[config.mk]
export PLATFORM = sky130hd
export DESIGN_NAME = mburst_term_ctrl
export DESIGN_NICKNAME = d
export VERILOG_FILES = /design/src/rtl/mbt_pkg.sv /design/src/rtl/mbt_access_cnt.sv /design/src/rtl/mbt_term_req.sv /design/src/rtl/mbt_phase_ctl.sv /design/src/rtl/mburst_term_ctrl.sv
export SDC_FILE = /design/constraint.sdc
export NUM_CORES = 1
export LEC_CHECK = 0
export ABC_AREA = 1
export BUFFER_PORTS_ARGS = -buffer_cell sky130_fd_sc_hd__buf_2
export CAP_MARGIN = 20
export CORE_MARGIN = 10
export CORE_UTILIZATION = 50
export CTS_CLUSTER_DIAMETER = 120
export DETAILED_ROUTE_END_ITERATION = 16
export PLACE_DENSITY = 0.77
export SLEW_MARGIN = 20
export SYNTH_ARGS = -nofsm -noshare
export SYNTH_HDL_FRONTEND = slang
export SYNTH_SLANG_ARGS = --single-unit
[constraint.sdc]
create_clock -name clk -period 1.75 [get_ports clk]
set_input_delay 0.175 -clock clk [delete_from_list [all_inputs] [get_ports clk]]
set_output_delay 0.175 -clock clk [all_outputs]
set_load 0.005 [all_outputs]
[src/rtl/mbt_pkg.sv]
// Package: shared types for the burst termination controller.
// Assumes: single clock domain.
package mbt_pkg;
    typedef enum logic {
        ST_IDLE  = 1'b0,
        ST_BURST = 1'b1
    } mbt_state_e;

    // Reasons that the current phase must be the final one.
    typedef struct packed {
        logic sw;
        logic tmo;
        logic fin;
        logic tc;
    } mbt_cause_t;
endpackage

[src/rtl/mbt_access_cnt.sv]
// Module: access counter. Loads the remaining-phase count at burst start,
// counts down once per completed phase, saturates at zero, and flags
// terminal count when zero is reached.
// Assumes: load and dec are never high in the same cycle.
module mbt_access_cnt #(
    parameter int CNT_W = 8
) (
    input  logic             clk,
    input  logic             rst_n,
    input  logic             load,
    input  logic [CNT_W-1:0] load_val,
    input  logic             dec,
    output logic             tc
);
    localparam logic [CNT_W-1:0] ZERO = '0;

    logic [CNT_W-1:0] cnt_q;

    // Count register: load, step down, or hold.
    always_ff @(posedge clk) begin
        if (!rst_n) begin
            cnt_q <= ZERO;
        end else if (load) begin
            cnt_q <= load_val;
        end else if (dec && (cnt_q != ZERO)) begin
            cnt_q <= cnt_q - 1'b1;
        end
    end

    // Terminal count flag.
    always_comb tc = (cnt_q == ZERO);

    AST_CNT_LOAD_ZERO: assert property (@(posedge clk) disable iff (!rst_n)
        (load && (load_val == ZERO)) |=> tc);
endmodule

[src/rtl/mbt_term_req.sv]
// Module: holds a software terminate request from its pulse until the
// burst returns to idle. Software has no way to withdraw it.
// Assumes: sw_term is a one-cycle pulse; it is ignored while idle.
module mbt_term_req (
    input  logic clk,
    input  logic rst_n,
    input  logic busy,
    input  logic sw_term,
    output logic pend
);
    logic req_q;

    // Sticky request, cleared only by the hardware at idle.
    always_ff @(posedge clk) begin
        if (!rst_n || !busy) begin
            req_q <= 1'b0;
        end else if (sw_term) begin
            req_q <= 1'b1;
        end
    end

    // The request takes effect in the cycle of the pulse itself.
    always_comb pend = busy && (sw_term || req_q);

    AST_SW_HELD: assert property (@(posedge clk) disable iff (!rst_n)
        (busy && sw_term) |=> (pend || !busy));
endmodule

[src/rtl/mbt_phase_ctl.sv]
// Module: per-phase decision and burst state. Gates the mode-dependent
// controls, gathers the end causes, drives irdy/last and returns to idle
// after a final phase completes.
// Assumes: tc and sw_pend come from the counter and request holder.
module mbt_phase_ctl
    import mbt_pkg::*;
(
    input  logic clk,
    input  logic rst_n,
    input  logic master_mode,
    input  logic nowait_en,
    input  logic cnt_en,
    input  logic start,
    input  logic next_ok,
    input  logic timeout,
    input  logic data_last,
    input  logic tgt_rdy,
    input  logic tc,
    input  logic sw_pend,
    output logic irdy,
    output logic last_phase,
    output logic bus_idle,
    output logic cnt_load_en,
    output logic cnt_dec
);
    mbt_state_e state_q;
    mbt_cause_t cause;
    logic       busy;
    logic       nowait_eff;
    logic       cnt_eff;
    logic       end_now;
    logic       phase_done;

    // The two controls only apply in bus-master mode.
    always_comb begin
        nowait_eff = master_mode && nowait_en;
        cnt_eff    = master_mode && cnt_en;
    end

    // Collect end causes and make the phase decision.
    always_comb begin
        busy       = (state_q == ST_BURST);
        cause.sw   = sw_pend;
        cause.tmo  = busy && timeout;
        cause.fin  = busy && data_last;
        cause.tc   = busy && cnt_eff && tc;
        end_now    = |cause;
        irdy       = busy && (end_now || next_ok || nowait_eff);
        last_phase = busy && (end_now || (nowait_eff && !next_ok));
        phase_done = irdy && tgt_rdy;
        bus_idle   = !busy;
    end

    // Counter controls.
    always_comb begin
        cnt_load_en = !busy && start;
        cnt_dec     = phase_done && !last_phase;
    end

    // Burst state register.
    always_ff @(posedge clk) begin
        if (!rst_n) begin
            state_q <= ST_IDLE;
        end else if (!busy && start) begin
            state_q <= ST_BURST;
        end else if (phase_done && last_phase) begin
            state_q <= ST_IDLE;
        end
    end

    AST_IDLE_QUIET: assert property (@(posedge clk) disable iff (!rst_n)
        bus_idle |-> (!irdy && !last_phase));
    AST_START_BUSY: assert property (@(posedge clk) disable iff (!rst_n)
        (bus_idle && start) |=> !bus_idle);
    AST_NOWAIT_NO_STALL: assert property (@(posedge clk) disable iff (!rst_n)
        (!bus_idle && master_mode && nowait_en) |-> irdy);
    AST_TC_ENDS: assert property (@(posedge clk) disable iff (!rst_n)
        (!bus_idle && master_mode && cnt_en && tc) |-> last_phase);
    AST_TMO_ENDS: assert property (@(posedge clk) disable iff (!rst_n)
        (!bus_idle && timeout) |-> (irdy && last_phase));
    AST_LAST_TO_IDLE: assert property (@(posedge clk) disable iff (!rst_n)
        (irdy && tgt_rdy && last_phase) |=> bus_idle);
endmodule

[src/rtl/mburst_term_ctrl.sv]
// Module: top of the bus master burst termination controller. Connects
// the phase decision, the access counter and the software request holder.
// Assumes: synchronous active-low reset, a single clock.
module mburst_term_ctrl #(
    parameter int CNT_W = 8
) (
    input  logic             clk,
    input  logic             rst_n,
    input  logic             master_mode,
    input  logic             nowait_en,
    input  logic             cnt_en,
    input  logic [CNT_W-1:0] cnt_load,
    input  logic             start,
    input  logic             sw_term,
    input  logic             next_ok,
    input  logic             timeout,
    input  logic             data_last,
    input  logic             tgt_rdy,
    output logic             irdy,
    output logic             last_phase,
    output logic             bus_idle
);
    logic tc;
    logic sw_pend;
    logic load_en;
    logic dec_en;
    logic busy;

    always_comb busy = !bus_idle;

    mbt_access_cnt #(.CNT_W(CNT_W)) u_cnt (
        .clk      (clk),
        .rst_n    (rst_n),
        .load     (load_en),
        .load_val (cnt_load),
        .dec      (dec_en),
        .tc       (tc)
    );

    mbt_term_req u_req (
        .clk     (clk),
        .rst_n   (rst_n),
        .busy    (busy),
        .sw_term (sw_term),
        .pend    (sw_pend)
    );

    mbt_phase_ctl u_ctl (
        .clk         (clk),
        .rst_n       (rst_n),
        .master_mode (master_mode),
        .nowait_en   (nowait_en),
        .cnt_en      (cnt_en),
        .start       (start),
        .next_ok     (next_ok),
        .timeout     (timeout),
        .data_last   (data_last),
        .tgt_rdy     (tgt_rdy),
        .tc          (tc),
        .sw_pend     (sw_pend),
        .irdy        (irdy),
        .last_phase  (last_phase),
        .bus_idle    (bus_idle),
        .cnt_load_en (load_en),
        .cnt_dec     (dec_en)
    );
endmodule

; After elaboration in Yosys (flattened, before gate mapping)
; Cells that the tools add are included.
; Widths: inputs -> output; s select.
[word_totals]
reg_bits = 10
output_inout_bits = 3
wordCells = 37
[op_classes]
add_sub_neg = 1
n_mux = 4
n_reduce_logical = 29
[ops]
columns = op, count
row1 = $mux 8, 2
row2 = $logic_and 1x1->1, 15
row3 = $logic_not 8->1, 1
row4 = $reduce_bool 8->1, 1
row5 = $sub 8x1->8 const B, 1
row6 = $logic_or 1x1->1, 5
row7 = $logic_not 1->1, 4
row8 = $reduce_bool 2->1, 2
row9 = $reduce_or 4->1, 1
row10 = $mux 1, 2

; Depth between registers and ports, before layout
[logic_depth]
depth_word = 12
mapped_depth = 12
ltp_nobuf = 12

; By module
; Synthesis repeated with hierarchy kept, for this count alone.
[unflattened]
hier_cells = 137
area_unflattened_um2 = 795.8
[by_module_without_submodules]
columns = module, n_inst, seq_area_each_um2, cells_each, area_per_inst_um2
row1 = mbt_access_cnt, 1, 160.2, 104, 600.6
row2 = mbt_phase_ctl, 1, 20.0, 26, 152.6
row3 = mbt_term_req, 1, 20.0, 6, 38.8
row4 = mburst_term_ctrl, 1, 0.0, 1, 3.8

; Worst setup path after synthesis
; OpenSTA, ideal clock, no wires.
[synth_timing]
path_kind = register to register
start = reg u_cnt.cnt_q[0]
end = reg u_cnt.cnt_q[0]
slack_ns = 0.289
required_ns = 1.637
path_stages_with_launch = 12
period_less_slack_ns = 1.461
setup_ns = 0.113
arrival_ns = 1.348
path_cell_list = dfxtp_1 > inv_1 > ha_1 > inv_1 > nor2_1 > nand3_2 > nand3_2 > nand3_2 > nor2_1 > nor2_4 > nor2_1 > nor2_1
[synth_via]
elab_chain_cells = 10
[synth_rtl]
columns = item, line_no
row1 = "start, declared", mbt_access_cnt.sv:17  ; logic [CNT_W-1:0] cnt_q;
row2 = "start signal, assigned", mbt_access_cnt.sv:24  ; cnt_q <= load_val;
row3 = "start signal, assigned", mbt_access_cnt.sv:26  ; cnt_q <= cnt_q - 1'b1;
row4 = $logic_not 8->1, mbt_access_cnt.sv:31  ; always_comb tc = (cnt_q == ZERO);
row5 = $logic_and 1x1->1, mbt_phase_ctl.sv:46  ; cause.tc = busy && cnt_eff && tc;
row6 = $reduce_or 4->1, mbt_phase_ctl.sv:47  ; end_now = |cause;
row7 = $logic_or 1x1->1 (2 in a row), mbt_phase_ctl.sv:48  ; irdy = busy && (end_now || next_ok || nowait_eff);
row8 = $logic_and 1x1->1, mbt_phase_ctl.sv:48
row9 = $logic_and 1x1->1, mbt_phase_ctl.sv:50  ; phase_done = irdy && tgt_rdy;
row10 = $logic_and 1x1->1, mbt_phase_ctl.sv:57  ; cnt_dec = phase_done && !last_phase;
row11 = $logic_and 1x1->1, mbt_access_cnt.sv:25  ; end else if (dec && (cnt_q != ZERO)) begin
row12 = $reduce_bool 2->1 (no line), -
; Parallel ways exist; a longest one is shown, timed or not. The select of a mux whose other input is x is not followed.
; A chain may end at the register's enable or synchronous reset.

; Worst setup path after layout
[layout_timing]
start = reg u_cnt.cnt_q[1]
end = out last_phase
[layout_via]
elab_chain_cells = 5
[layout_rtl]
columns = item, line_no
row1 = $logic_not 8->1, mbt_access_cnt.sv:31
row2 = $logic_and 1x1->1, mbt_phase_ctl.sv:46
row3 = $reduce_or 4->1, mbt_phase_ctl.sv:47
row4 = $logic_or 1x1->1, mbt_phase_ctl.sv:49  ; last_phase = busy && (end_now || (nowait_eff && !next_ok));
row5 = $logic_and 1x1->1, mbt_phase_ctl.sv:49
row6 = "end, declared", mburst_term_ctrl.sv:20  ; output logic last_phase,
; Every way passes these cells.

==> results.yml <==
setup_path:
  cp_slowest_stage_delay_ns: 0.30
  path_buf_inv: 4
  cp_cell_sequence: "inv_1, ha_1, inv_1, nor2_2, nand3_2, nand3_2, nand2_1, inv_1, buf_2"
  crit_slowest_cell: "dfxtp_1"
  regToRegSetupSlack_ns: 0.19
  critPathCaptureType: "output port"
  setup.worst_path.start_class: "flop"
  r2r_start: "u_cnt.cnt_q[1]"
  rr_worst_depth: 11
  cp_top_family: "simple AND/OR/NAND/NOR gates"
  cp_max_fo: 5
  worstSetupPathType: "flop to output port"
  r2r_end: "u_cnt.cnt_q[0]"
  critical_path_arrival_ns: 1.45
  cp.required_ns: 1.57
  cp_common_cell: "inv_1"
drt:
  antenna_left: 0
  drt_iter0_markers: 12
  wl_per_cell_um: 11.2
  drc: 0
  vias: 831
  finalWirelength_um: 1920
  viasPerCell: 4.86
  firstDrtPassIters: 4
sta:
  fmax_ghz: 0.616
  max_slew_margin_pct: 76.0
  fin_setup_tns_ns: 0
  setup_viol: 0
  period_share_pct: 92.7
  skew_ns: 0.00678
  min_period_ns: 1.62
  rsz0062_at_grt: "false"
  drv_slew: 0
  tightest_slew_ns: 0.359
  hold_viol: 0
global_routing:
  grt.met2_usage_pct: 19.3
  met1_usage_pct: 12.6
  grt_start_max_net_pins: 14
  track_usage_pct: 11.8
  grt_pass1_wl_um: 3280
  met3_usage_pct: 4.08
  grt-ovfl-total: 0
  grt_pass1_vias: 785
  grt_antenna_before_repair: 0
  busiest_layer: "met2"
logic_synthesis:
  synth_top_area_cell: "dfxtp_1"
  yosysSeqAreaShare_pct: 26.0
  synth.distinct_cells: 22
  netlist_instances: 132
  synth_commonest_cells: "nand2_1 (35), nor2_1 (26), inv_1 (11), dfxtp_1 (10), nand3_1 (10)"
  synth-seq-cells: 10
  yosys_warnings: 0
  syn_nets: 153
  yosysTopAreaCellShare_pct: 26.0
  synth_edf_count: 0
  synth.most_common_cell: "nand2_1"
  synthTopCellsByArea: "dfxtp_1 (26%), nand2_1 (17%), nor2_1 (13%)"
  async_flop_share_pct: 0
  netlist_area_sq_um: 771
  synth_area_per_cell_sq_um: 5.84
  synth_flop_cell: "dfxtp_1"
clock_network:
  cts.sinks: 10
  cts_hold_buf: 0
  tritoncts: "done"
  insertion_delay_ns: 0.28
  clk_path_buf_depth: 2
  cts_setup_buffers: 0
  root_buffer: "clkbuf_4"
  cts.clk_slew.worst_paths_ns: 0.07
  numCtsBuffers: 3
  htreeDepth: 1
floorplanning:
  core_area_sq_um: 1490
  die_w_um: 59.3
  die-area_sq_um: 3510
  rows: 14
  chipHeight_um: 59.3
  initial_core_util_pct: 51.8
  ios: 22
layout:
  syn2layout_area_growth_pct: 20.5
  n_antenna_cell: 0
  fillCellCount: 156
  fin_nets: 177
  drive_gt1_share_pct: 29.7
  multiInputGateArea_sq_um: 480
  seq_area_sq_um: 200
flow_run:
  maxCapViolCount: 0
pwr:
  leakage_nw: 0.540
  powerDensity_nw_per_um2: 836
  finalPower_mw: 0.777
  peakVddDrop_mv: 0.515
min_path:
  hold_depth: 3
  hp-class: "input port to flop"
  hold_end: "u_req.req_q"
  min-delay-start: "sw_term"
placement:
  place_congestion: 0.829
  hpwl_um: 1490
  numPortBuffers: 21
run_status:
  status: "finished, final reports clean"
## placed cells by master, fill, tap and decap left out, drive strengths merged
cell type | netlist | routed
a21o | 1 | 1
inv | 19 | 19
nand3b | 1 | 1
buf | 3 | 23
a21oi | 4 | 4
dfxtp | 10 | 10
clkbuf | 1 | 4
a31oi | 1 | 1
nand3 | 14 | 14
o31ai | 2 | 2
ha | 2 | 2
nand2 | 36 | 36
nand4 | 1 | 1
nor3 | 1 | 1
o21ai | 6 | 6
nor2 | 30 | 30
## sequential cells by signal, summed over array words and instances, names as in the netlist
name	cells
u_cnt.cnt_q	8
u_ctl.busy	1
u_req.req_q	1
## layer usage
layer / part of all wire, % / vias up
met1: 41 / 351
met3: 9.9 / 5
met5: 0 / -
li1: - / 454
met4: 1.9 / 0
met2: 47 / 21
## worst min-delay path: stages
cell and delay (ns):
buf_2 0.08, nor2_1 0.04, nor2_1 0.06
## cells by family after synthesis
kind of cell | count (synthesis) | share of synthesized area (%)
DFF | 10 | 26.0
AOI/OAI and AO/OA | 14 | 10.2
adders and majority gates | 2 | 3.25
buffers and inverters | 23 | 12.0
and+or+nand+nor | 83 | 48.5
## layout make-up
class	instances	area share [%]
flip-flops and latches	10	21.6
clock buffers	4	3.91
repair buffers	23	12.9
multi-input cells	99	51.8
well taps	16	2.16
inverters	19	7.68
## repair_timing
item / CTS / global route
setup endpoints to repair: 0 / 10
gates resized for setup: 0 / 2
endpoints found under the hold margin: 0 / 0
## worst max-delay path by stage
stage	slack, ns	cells after the start	to	start
final	0.13	9	last_phase	u_cnt.cnt_q[1]
after CTS	0.04	9	last_phase	u_cnt.cnt_q[0]
after floorplan	0.29	11	u_cnt.cnt_q[0]	u_cnt.cnt_q[0]
after global routing	0.002	9	last_phase	u_cnt.cnt_q[1]
after global placement	0.19	11	u_cnt.cnt_q[6]	u_cnt.cnt_q[0]
after detailed placement	0.10	11	u_cnt.cnt_q[0]	u_cnt.cnt_q[0]
## through the flow
step           hold slack (ns)  util (%)  instances  setup WS [ns]  instance area [sq um]
2_1_floorplan            0.301         -        132          0.289                    771
3_3_place_gp             0.400      59.7        167          0.194                    890
3_5_place_dp             0.399      59.7        167          0.104                    890
4_1_cts                  0.118      62.2        171         0.0433                    926
5_1_grt                  0.127      62.4        171        0.00230                    928
6_report                 0.110      62.4        171          0.127                    928
## report_power, final
group / switching, mW / leakage, nW / internal [mW]
combinational: 0.174 / 0.436 / 0.110
sequential: 0.0141 / 0.0829 / 0.253
clock: 0.0988 / 0.0210 / 0.127
total: 0.287 / 0.540 / 0.489
(Power assumes the default switching activity.)
